`config.mk`:
```
export PLATFORM = sky130hd
export DESIGN_NAME = cfg_access_unit
export DESIGN_NICKNAME = d
export VERILOG_FILES = /design/src/rtl/cfg_access_pkg.sv /design/src/rtl/cfg_addr_encode.sv /design/src/rtl/cfg_noresp_timer.sv /design/src/rtl/cfg_access_unit.sv
export SDC_FILE = /design/constraint.sdc
export NUM_CORES = 1
export LEC_CHECK = 0
export BUFFER_PORTS_ARGS = -buffer_cell sky130_fd_sc_hd__buf_2
export CORE_MARGIN = 2
export CORE_UTILIZATION = 30
export DETAILED_ROUTE_END_ITERATION = 7
export PLACE_DENSITY_LB_ADDON = 0.08
export SLEW_MARGIN = 5
export SYNTH_ARGS = -nofsm -noshare
export SYNTH_HDL_FRONTEND = slang
export SYNTH_SLANG_ARGS = --single-unit
```
`constraint.sdc`:
```
create_clock -name clk_i -period 3.6 [get_ports clk_i]
set_input_delay 1.08 -clock clk_i [delete_from_list [all_inputs] [get_ports clk_i]]
set_output_delay 1.08 -clock clk_i [all_outputs]
set_load 0.05 [all_outputs]
```
`src/rtl/cfg_access_pkg.sv`:
```
`timescale 1ns/1ps
package cfg_access_pkg;

    localparam int DW     = 32;
    localparam int BUS_W  = 8;
    localparam int DEV_W  = 5;
    localparam int FN_W   = 3;
    localparam int REGN_W = 6;

    // selector field positions
    localparam int SEL_EN_B   = 31;
    localparam int SEL_BUS_LO = 16;
    localparam int SEL_DEV_LO = 11;
    localparam int SEL_FN_LO  = 8;
    localparam int SEL_REG_LO = 2;

    localparam logic [DW-1:0] SEL_KEEP = 32'h80FF_FFFC;
    localparam logic [DW-1:0] ALL_ONES = '1;

    localparam logic [1:0] OFS_SEL  = 2'd0;
    localparam logic [1:0] OFS_DATA = 2'd1;
    localparam logic [1:0] OFS_CTRL = 2'd2;

    typedef enum logic [1:0] {
        ST_IDLE  = 2'd0,
        ST_ISSUE = 2'd1,
        ST_DATA  = 2'd2
    } cfg_state_e;

    typedef struct packed {
        cfg_state_e     st;
        logic [DW-1:0]  sel;
        logic           err_on_miss;
        logic           xfer_we;
        logic [DW-1:0]  xfer_wdata;
        logic           ack;
        logic           err;
        logic [DW-1:0]  rdata;
    } cfg_regs_t;

endpackage

```
`src/rtl/cfg_addr_encode.sv`:
```
`timescale 1ns/1ps
module cfg_addr_encode
    import cfg_access_pkg::*;
(
    input  logic [BUS_W-1:0]  bus_i,
    input  logic [DEV_W-1:0]  dev_i,
    input  logic [FN_W-1:0]   fn_i,
    input  logic [REGN_W-1:0] regn_i,
    output logic [DW-1:0]     addr_o
);
    localparam int UPPER_W = DW - SEL_BUS_LO - BUS_W;

    logic type1;

    always_comb begin
        type1  = (bus_i != '0);
        addr_o = '0;
        addr_o[SEL_DEV_LO +: DEV_W]  = dev_i;
        addr_o[SEL_FN_LO  +: FN_W]   = fn_i;
        addr_o[SEL_REG_LO +: REGN_W] = regn_i;
        addr_o[DW-1 -: UPPER_W]      = '0;
        if (type1) begin
            addr_o[SEL_BUS_LO +: BUS_W] = bus_i;
            addr_o[1:0]                 = 2'b01;
        end else begin
            addr_o[1:0]                 = 2'b00;
        end
    end
endmodule

```
`src/rtl/cfg_noresp_timer.sv`:
```
`timescale 1ns/1ps
module cfg_noresp_timer #(
    parameter int TIMEOUT = 5
) (
    input  logic clk_i,
    input  logic rst_ni,
    input  logic run_i,
    output logic expired_o
);
    localparam int CW = (TIMEOUT > 1) ? $clog2(TIMEOUT) : 1;
    localparam logic [CW-1:0] LAST = CW'(TIMEOUT - 1);

    logic [CW-1:0] cnt_d, cnt_q;

    always_comb begin
        cnt_d     = cnt_q;
        expired_o = run_i && (cnt_q == LAST);
        if (!run_i || expired_o) begin
            cnt_d = '0;
        end else begin
            cnt_d = cnt_q + 1'b1;
        end
    end

    always_ff @(posedge clk_i) begin
        if (!rst_ni) begin
            cnt_q <= '0;
        end else begin
            cnt_q <= cnt_d;
        end
    end
endmodule

```
`src/rtl/cfg_access_unit.sv`:
```
`timescale 1ns/1ps
module cfg_access_unit
    import cfg_access_pkg::*;
#(
    parameter int TIMEOUT = 5
) (
    input  logic          clk_i,
    input  logic          rst_ni,
    input  logic          host_mode_i,
    input  logic          reg_req_i,
    input  logic          reg_we_i,
    input  logic [1:0]    reg_addr_i,
    input  logic [31:0]   reg_wdata_i,
    output logic          reg_ack_o,
    output logic [31:0]   reg_rdata_o,
    output logic          reg_err_o,
    output logic          eng_req_o,
    output logic          eng_we_o,
    output logic [31:0]   eng_addr_o,
    output logic [31:0]   eng_wdata_o,
    input  logic          eng_claim_i,
    input  logic          eng_done_i,
    input  logic [31:0]   eng_rdata_i
);
    cfg_regs_t cur_q, nx_d;
    logic      timer_run;
    logic      timer_expired;
    logic      launch_ok;

    assign timer_run = (cur_q.st == ST_ISSUE);

    cfg_noresp_timer #(.TIMEOUT(TIMEOUT)) u_timer (
        .clk_i     (clk_i),
        .rst_ni    (rst_ni),
        .run_i     (timer_run),
        .expired_o (timer_expired)
    );

    cfg_addr_encode u_enc (
        .bus_i  (cur_q.sel[SEL_BUS_LO +: BUS_W]),
        .dev_i  (cur_q.sel[SEL_DEV_LO +: DEV_W]),
        .fn_i   (cur_q.sel[SEL_FN_LO  +: FN_W]),
        .regn_i (cur_q.sel[SEL_REG_LO +: REGN_W]),
        .addr_o (eng_addr_o)
    );

    always_comb begin
        nx_d      = cur_q;
        nx_d.ack  = 1'b0;
        nx_d.err  = 1'b0;
        launch_ok = host_mode_i && cur_q.sel[SEL_EN_B];

        unique case (cur_q.st)
            ST_IDLE: begin
                if (reg_req_i) begin
                    nx_d.rdata = '0;
                    case (reg_addr_i)
                        OFS_SEL: begin
                            nx_d.ack = 1'b1;
                            if (reg_we_i) nx_d.sel = reg_wdata_i & SEL_KEEP;
                            else          nx_d.rdata = cur_q.sel;
                        end
                        OFS_CTRL: begin
                            nx_d.ack = 1'b1;
                            if (reg_we_i) nx_d.err_on_miss = reg_wdata_i[0];
                            else          nx_d.rdata = {{(DW-1){1'b0}}, cur_q.err_on_miss};
                        end
                        OFS_DATA: begin
                            if (launch_ok) begin
                                nx_d.st         = ST_ISSUE;
                                nx_d.xfer_we    = reg_we_i;
                                nx_d.xfer_wdata = reg_wdata_i;
                            end else begin
                                nx_d.ack = 1'b1;
                                if (!reg_we_i) nx_d.rdata = ALL_ONES;
                            end
                        end
                        default: begin
                            nx_d.ack = 1'b1;
                        end
                    endcase
                end
            end
            ST_ISSUE: begin
                if (eng_claim_i) begin
                    nx_d.st = ST_DATA;
                end else if (timer_expired) begin
                    nx_d.st  = ST_IDLE;
                    nx_d.ack = 1'b1;
                    if (cur_q.xfer_we) begin
                        nx_d.rdata = '0;
                    end else if (cur_q.err_on_miss) begin
                        nx_d.err   = 1'b1;
                        nx_d.rdata = '0;
                    end else begin
                        nx_d.rdata = ALL_ONES;
                    end
                end
            end
            ST_DATA: begin
                if (eng_done_i) begin
                    nx_d.st    = ST_IDLE;
                    nx_d.ack   = 1'b1;
                    nx_d.rdata = cur_q.xfer_we ? '0 : eng_rdata_i;
                end
            end
            default: begin
                nx_d.st = ST_IDLE;
            end
        endcase
    end

    always_ff @(posedge clk_i) begin
        if (!rst_ni) begin
            cur_q             <= '0;
            cur_q.err_on_miss <= 1'b1;
        end else begin
            cur_q <= nx_d;
        end
    end

    assign reg_ack_o   = cur_q.ack;
    assign reg_rdata_o = cur_q.rdata;
    assign reg_err_o   = cur_q.err;
    assign eng_req_o   = (cur_q.st != ST_IDLE);
    assign eng_we_o    = cur_q.xfer_we;
    assign eng_wdata_o = cur_q.xfer_wdata;

endmodule

```
==> flow_summary.ini, run 1 <==
[die]
num_rows = 46
die_x_um = 132
ioPinCount = 173
dieHeight_um = 132
coreArea_sq_um = 15900
dieArea_sq_um = 17300
start_util_pct = 30.8

[timing]
fin_ws_ps = 1130
tightest_slew_ps = 1180
setup_tns_ps = 0
layout_worst_path_cycle_share_pct = 68.6
max-slew-margin-rel_pct = 21.0
rsz0062_at_grt = false
timing.final.max_slew_violations = 0
fin_skew_ps = 7.21
fmax_mhz = 405
hold_viol = 0
finalSetupViolCount = 0
fin_crit_ps = 2470

[clocking]
cts_sinks = 96
cts_resized = 0
ctsHoldBuffers = 0
cts_setup_buffers = 0
cts.path.max_buffers = 2
ctsRootBufferMaster = clkbuf_16
h-tree-depth = 3
insertion_delay_ps = 340
cts_tree = yes
path_clk_slew_ps = 60
numCtsBuffers = 9

[outcome]
status = finished, final reports clean

[finish]
utilization_pct = 34.3
final_common_cell = nand2_1
diodes = 0
design_area_sq_um = 5450
fillers = 1760
syn_to_final_growth_pct = 11.4
drive_gt1_share_pct = 29.8
nNetsFinal = 724
layout_common_cells = nand2_1 (165), buf_2 (163), dfxtp_1 (96), a21boi_0 (46)

[logic_synthesis]
seq_area_frac_synth_pct = 39.3
synth_cells = 589
synth_top_area_share_pct = 39.3
synth.area.top_cells = dfxtp_1 (39%), buf_4 (14%), nand2_1 (13%)
synth-async-reset-ratio_pct = 0
avgSynthCellArea_sq_um = 8.30
yosysTopAreaCell = dfxtp_1
synth-edff-count = 0
syn_area_sq_um = 4890
ys_types = 48
synth_flop_cell = dfxtp_1
yosys_warnings = 0
synth-seq-cells = 96

[worst_setup_path]
arrival_ps = 1390
crit_fanout = 5
r2r-end = reg_rdata_o[3]$_SDFFE_PN0P_
worstSetupPathType = flop to primary output
worstSetupStartpoint = cur_q[100]$_SDFFE_PN0P_
regToRegStartpoint = cur_q[100]$_SDFFE_PN0P_
worstSetupEndpointType = primary output
crit_required_ps = 2520
reg2reg_depth = 7
start_kind = flop
slowest_stage = dfxtp_1
path_common_cell = inv_1
ff2ff_setup_slack_ps = 1360
crit_path_max_incr_delay_ps = 390
path_cells = inv_1, ha_1, inv_1, buf_2
crit_end = eng_req_o

[global_routing]
grt_start_max_net_pins = 54
grt_pass1_wl_um = 21700
track_usage_pct = 15.8
overflow = 0
antenna_found_initial = 1
grt_pass1_vias = 3927

[place]
gp_congestion = 0.826
place_hpwl_um = 9830
dp_slack_ps = 792
portBuffers = 163
placed_area_sq_um = 5180

[power]
power_density_nw_per_um2 = 410
leakagePower_nw = 2.44
ir_worst_vdd_mv = 0.192

[routing]
via_count = 3924
vias_per_cell = 4.53
first_iter_violations = 166
drt-wirelength-per-cell_um = 15.6
antenna_left = 0
firstDrtPassIters = 4
drc = 0
wl_um = 13500

[run]
cap_violations = 0

[hold_path]
hold_class = flop to flop
-- through the flow --
stage | cells | total power [W] | hold WS [ps]
after floorplan | 597 | 0.00132 | 427
after global placement | 850 | 0.00137 | 439
after detailed placement | 850 | 0.00137 | 450
after CTS | 866 | 0.00228 | 465
after global routing | 866 | 0.00234 | 474
final | 866 | 0.00224 | 460
-- cells by family after synthesis --
kind of cell	Yosys count	share of synthesized area, %
buffers and inverters	142	19.2
adders and majority gates	6	1.54
DFF	96	39.3
AOI/OAI and AO/OA	140	21.7
other	1	0.0767
and+or+nand+nor	202	17.8
muxes	2	0.409
-- critical path: cells and delay by family (launching register included) --
kind	cells	cell delay [ps]
buffers and inverters	3	410
adder cells (fa/ha/maj)	1	260
flip-flops	1	390
-- per-layer routing --
layer	wire [um]	share of wire, %	GRT usage (%)
met4	312	2.3	6.34
met2	5980	44	24.8
met3	772	5.7	3.90
met5	0	0	0
met1	6410	48	20.7
-- registers in the layout (all words and copies together), names as in the netlist --
| register | cells |
|---|---|
| cur_q | 26 |
| reg_ack_o | 1 |
| eng_we_o | 1 |
| reg_rdata_o | 32 |
| eng_wdata_o | 32 |
| reg_err_o | 1 |
| u_timer.cnt_q | 3 |
-- worst min path at each step --
| stage | cells after the start | endpoint | start | slack (ps) |
|---|---|---|---|---|
| 2_1_floorplan | 1 | u_timer.cnt_q[0]$_SDFF_PP0_ | u_timer.cnt_q[0]$_SDFF_PP0_ | 430 |
| 3_3_place_gp | 1 | u_timer.cnt_q[0]$_SDFF_PP0_ | u_timer.cnt_q[0]$_SDFF_PP0_ | 440 |
| 3_5_place_dp | 1 | reg_rdata_o[8]$_SDFFE_PN0P_ | reg_rdata_o[8]$_SDFFE_PN0P_ | 450 |
| 4_1_cts | 2 | eng_wdata_o[8]$_SDFFE_PN0P_ | eng_wdata_o[8]$_SDFFE_PN0P_ | 470 |
| 5_1_grt | 1 | reg_rdata_o[15]$_SDFFE_PN0P_ | reg_rdata_o[15]$_SDFFE_PN0P_ | 470 |
| 6_report | 1 | reg_rdata_o[8]$_SDFFE_PN0P_ | reg_rdata_o[8]$_SDFFE_PN0P_ | 460 |
-- synth_stat cells (6+ instances only) --
master and instances:
nand2_1 165, dfxtp_1 96, buf_4 89, a21boi_0 46
clkbuf_1 36, a21o_1 22, a32o_1 22, o21ai_0 17
a21boi_1 10, a21oi_1 10, and2_1 8, inv_1 8
ha_1 6
-- cell type report --
cell class	count	area, sq um	share of cell area, %
inverter	8	30.0	0.551
sequential	96	1920	35.3
multi-input combinational	359	2080	38.2
clock buffer	14	254	4.66
timing repair buffer	171	876	16.1
clock inverter	2	15.0	0.276
tap	216	270	4.96
-- power breakdown --
part           switching [W]  internal (W)  total [W]
sequential         0.0000128       0.00108    0.00109
clock               0.000400      0.000489   0.000889
combinational       0.000174     0.0000787   0.000253
total               0.000587       0.00165    0.00224
Power figures use the tool's default switching activity.
==> inputs of run 2 (changes only) <==
Settings changed: ABC_AREA set to 1.
Clock period 3.6 ns to 2.4 ns, I/O delays scaled along.
==> flow_summary.ini, run 2 <==
[outcome]
status = finished, final reports clean

[place]
gp_congestion = 0.787
place_hpwl_um = 11000
placed_area_sq_um = 5530
portBuffers = 163

[global_routing]
overflow = 0
grt_pass1_vias = 4549
grt_pass1_wl_um = 23600
grt_start_max_net_pins = 66
antenna_found_initial = 0
track_usage_pct = 16.4

[die]
dieHeight_um = 136
num_rows = 48
coreArea_sq_um = 17200
dieArea_sq_um = 18500
die_x_um = 136
ioPinCount = 173
start_util_pct = 30.4

[timing]
fin_skew_ps = 11.5
max-slew-margin-rel_pct = 54.7
rsz0062_at_grt = false
layout_worst_path_cycle_share_pct = 87.8
setup_tns_ps = 0
tightest_slew_ps = 677
finalSetupViolCount = 0
fmax_mhz = 475
timing.final.max_slew_violations = 0
hold_viol = 0
fin_crit_ps = 2110

[clocking]
cts_setup_buffers = 0
path_clk_slew_ps = 70
cts_sinks = 96
numCtsBuffers = 9
cts.path.max_buffers = 2
h-tree-depth = 3
cts_resized = 0
ctsHoldBuffers = 0
insertion_delay_ps = 350
ctsRootBufferMaster = clkbuf_16
cts_tree = yes

[hold_path]
worstHoldStart = u_timer.cnt_q[0]$_SDFF_PP0_
hold_class = flop to flop

[routing]
first_iter_violations = 217
vias_per_cell = 4.47
drt-wirelength-per-cell_um = 14.3
drc = 0
antenna_left = 0
wl_um = 15000
via_count = 4707
firstDrtPassIters = 4

[logic_synthesis]
avgSynthCellArea_sq_um = 6.74
syn_area_sq_um = 5220
synth-seq-cells = 96
synth_commonest_cells = nor2_1 (163), nand2_1 (126), o21ai_0 (107)
synth.area.top_cells = dfxtp_1 (37%), buf_4 (13%), nor2_1 (12%)
synth_flop_cell = dfxtp_1
synth-async-reset-ratio_pct = 0
synth_top_area_share_pct = 36.8
yosysMostFrequentCell = nor2_1
yosysTopAreaCell = dfxtp_1
synth-edff-count = 0
ys_types = 27
seq_area_frac_synth_pct = 36.8
synth_cells = 774
yosys_warnings = 0

[run]
cap_violations = 0

[finish]
final_common_cell = buf_2
layout_common_cells = buf_2 (163), nor2_1 (162), nand2_1 (126), o21ai_0 (107), dfxtp_1 (96)
nNetsFinal = 903
syn_to_final_growth_pct = 11.8
design_area_sq_um = 5830
drive_gt1_share_pct = 24.2
diodes = 0

[worst_setup_path]
regToRegStartpoint = cur_q[100]$_SDFFE_PN0P_
start_kind = flop
worstSetupEndpointType = primary output
crit_required_ps = 1680
worstSetupPathType = flop to primary output
arrival_ps = 1390
worstSetupStartpoint = cur_q[100]$_SDFFE_PN0P_
crit_fanout = 5

[power]
leakagePower_nw = 2.66
ir_worst_vdd_mv = 0.317
power_density_nw_per_um2 = 651
## run 2: changes by cell type after synthesis, moves of 36 or more
cell      before  now
nor2_1         3  163
o21ai_0       17  107
a21boi_0      46    0
a21oi_1       10   56
nand2_1      165  126
inv_1          8   44
## run 2: final timing paths
kind	endpoint	slack, ps	cells past startpoint
worst min-delay path	u_timer.cnt_q[0]$_SDFF_PP0_	450	1
worst min register to register	u_timer.cnt_q[0]$_SDFF_PP0_	450	1
worst max register to register	cur_q[74]$_SDFFE_PN0P_	530	7
worst max-delay path	eng_req_o	290	4
## run 2: layer usage
metal / up-vias / routed length (um) / track usage, %
li1: 2432 / - / -
met5: - / 0 / 0
met1: 2164 / 6830 / 20.7
met3: 10 / 731 / 3.80
met4: 0 / 170 / 4.75
met2: 101 / 7310 / 28.0
## run 2: kinds of logic (layout without fill, tap and decap cells)
group	Yosys count	count (layout)	synth area share [%]
XOR/XNOR	1	1	0.168
other	1	9	0.0719
adder cells (fa/ha/maj)	6	6	1.44
AO/OA/AOI/OAI	170	170	16.4
buffers and inverters	191	238	21.5
AND/OR/NAND/NOR	309	309	23.6
flip-flops	96	96	36.8
## run 2: cell type report
class | count | area (sq um)
fill | 1975 | 11300
multi-input combinational | 495 | 2210
sequential | 96 | 1920
timing repair buffer | 174 | 936
tap | 225 | 282
clock buffer | 11 | 243
inverter | 48 | 180
clock inverter | 5 | 62.6
## run 2: critical path: stages, from the launching register on
cell	delay [ps]
dfxtp_1	370
inv_1	80
ha_1	250
inv_1	80
buf_2	250
## run 2: metrics by stage
stage	worst slack [ps]	power [W]	util [%]	hold slack, ps	instances
floorplan	726	0.00222	-	417	782
global placement	260	0.00233	32.2	431	1038
detailed placement	237	0.00233	32.2	439	1038
CTS	284	0.00386	34.0	456	1054
global route	210	0.00398	34.0	498	1054
finish	293	0.00380	34.0	450	1054
## run 2: power by group
group | total [W] | switching (W) | internal, W
logic | 0.000610 | 0.000452 | 0.000158
registers | 0.00168 | 0.0000294 | 0.00165
clock network | 0.00151 | 0.000666 | 0.000845
==> inputs of run 3 (changes only) <==
Clock period 2.4 ns to 1.9 ns, I/O delays scaled along.
==> flow_summary.ini, run 3 (synthesis gave the netlist of run 2 again) <==
[die]
dieHeight_um = 136
ioPinCount = 173
coreArea_sq_um = 17200
num_rows = 48
dieArea_sq_um = 18500
die_x_um = 136
start_util_pct = 30.4

[worst_setup_path]
crit_required_ps = 1330
start_kind = flop
crit_path_max_incr_delay_ps = 350
worstSetupEndpointType = primary output
slowest_stage = dfxtp_1
worstSetupPathType = flop to primary output
path_cells = nor4_2, nand2_1, buf_2
regToRegStartpoint = cur_q[100]$_SDFFE_PN0P_
r2r-end = reg_rdata_o[2]$_SDFFE_PN0P_
ff2ff_setup_slack_ps = 180
reg2reg_depth = 9
crit_fanout = 3
arrival_ps = 1290

[hold_path]
whs_path_depth = 1
worstHoldStart = u_timer.cnt_q[0]$_SDFF_PP0_
hold_end = u_timer.cnt_q[0]$_SDFF_PP0_
hold_class = flop to flop

[global_routing]
grt_pass1_vias = 4561
track_usage_pct = 16.2
antenna_found_initial = 0
grt_pass1_wl_um = 23200
grt_start_max_net_pins = 62
overflow = 0

[clocking]
cts_sinks = 96
ctsRootBufferMaster = clkbuf_16
cts_setup_buffers = 0
numCtsBuffers = 9
cts_tree = yes
cts.path.max_buffers = 2
insertion_delay_ps = 350
h-tree-depth = 3
path_clk_slew_ps = 70

[run]
cap_violations = 0

[finish]
diodes = 0
syn_to_final_growth_pct = 14.6
utilization_pct = 34.8
drive_gt1_share_pct = 25.3
layout_common_cells = nor2_1 (162), buf_2 (162), nand2_1 (126), o21ai_0 (107), dfxtp_1 (94)
fin_cells = 1058
nNetsFinal = 908

[power]
total_power_w = 0.00488
clkPwrFrac_pct = 40.6
seqPwrFrac_pct = 43.3
combPwrFrac_pct = 16.1
power_density_nw_per_um2 = 817
power_report.internal_total_w = 0.00345
switching_share_pct = 29.4
p_sw_w = 0.00144
ir_worst_vdd_mv = 0.458
leakagePower_nw = 2.72

[timing]
hold_ws_ps = 450
fin_crit_ps = 1860
timing.final.max_slew_violations = 0
layout_worst_path_cycle_share_pct = 98.1
finalSetupViolCount = 0
fin_ws_ps = 36.3
fin_skew_ps = 6.53
hold_viol = 0
fmax_mhz = 537

[place]
place_hpwl_um = 11200
gp_congestion = 0.814
portBuffers = 163
dp_slack_ps = 115
dpl.cell_count = 1043

[routing]
firstDrtPassIters = 4
met2_wirelength_um = 7360
topRoutingLayerUsed = met4
routed-wl-met3_um = 673
met1_length_um = 6730
antenna_left = 0
wl_um = 15000
first_iter_violations = 195
drt-wirelength-per-cell_um = 14.2
drc = 0
via_count = 4729
vias_per_cell = 4.47

[outcome]
status = finished, final reports clean
-- run 3: changes by cell type in the layout (fill, tap and decap cells not counted), sizes merged --
cell / delta
clkinv: +1
clkinvlp: -1
clkbuf: -2
bufinv: +1
buf: +5
-- run 3: cell type report --
class	instances	area, sq um
Inverter	48	180
Clock buffer	9	225
Clock inverter	6	92.6
Fill cell	1967	11200
Sequential cell	96	1920
Timing Repair Buffer	179	1040
Multi-Input combinational cell	495	2230
Tap cell	225	282
-- run 3: what timing repair did --
action / in CTS / in global routing
gates resized for setup: 3 / 5
gates cloned: 0 / 0
endpoints found under the setup margin: 1 / 4
hold buffers: 0 / 0
-- run 3: worst max-delay path by stage --
stage / startpoint / cells after the start / end / slack [ps]
floorplan: cur_q[100]$_SDFFE_PN0P_ / 3 / eng_req_o / 380
global placement: host_mode_i / 9 / reg_rdata_o[9]$_SDFFE_PN0P_ / 130
detailed placement: host_mode_i / 9 / reg_rdata_o[9]$_SDFFE_PN0P_ / 110
CTS: cur_q[100]$_SDFFE_PN0P_ / 4 / eng_req_o / 4
global route: cur_q[88]$_SDFFE_PN0P_ / 3 / eng_addr_o[0] / -4
finish: cur_q[88]$_SDFFE_PN0P_ / 3 / eng_addr_o[0] / 40
-- run 3: metal layers --
| metal | vias up | global-route usage (%) |
|---|---|---|
| met5 | - | 0 |
| met1 | 2164 | 20.0 |
| met3 | 19 | 2.95 |
| met4 | 0 | 6.13 |
| met2 | 101 | 27.9 |
| li1 | 2445 | - |
-- run 3: worst max-delay path: cells and delay by family (launching register included) --
kind	cells	cell delay [ps]
buf+inv	1	220
flops	1	350
simple gates	2	380
-- run 3: power by group through the flow --
| stage | combinational [W] | clock [W] | sequential, W |
|---|---|---|---|
| after floorplan | 0.000648 | 0 | 0.00216 |
| after global routing | 0.000853 | 0.00212 | 0.00213 |
| after global placement | 0.000784 | 0 | 0.00216 |
| after detailed placement | 0.000787 | 0 | 0.00216 |
| after CTS | 0.000790 | 0.00205 | 0.00212 |
| final | 0.000784 | 0.00198 | 0.00212 |
-- run 3: metrics by stage --
stage | instance area (sq um) | setup TNS, ps
3_5_place_dp | 5630 | 0
4_1_cts | 5950 | 0
6_report | 5980 | 0
3_3_place_gp | 5630 | 0
5_1_grt | 5980 | -4.00
2_1_floorplan | 5250 | 0
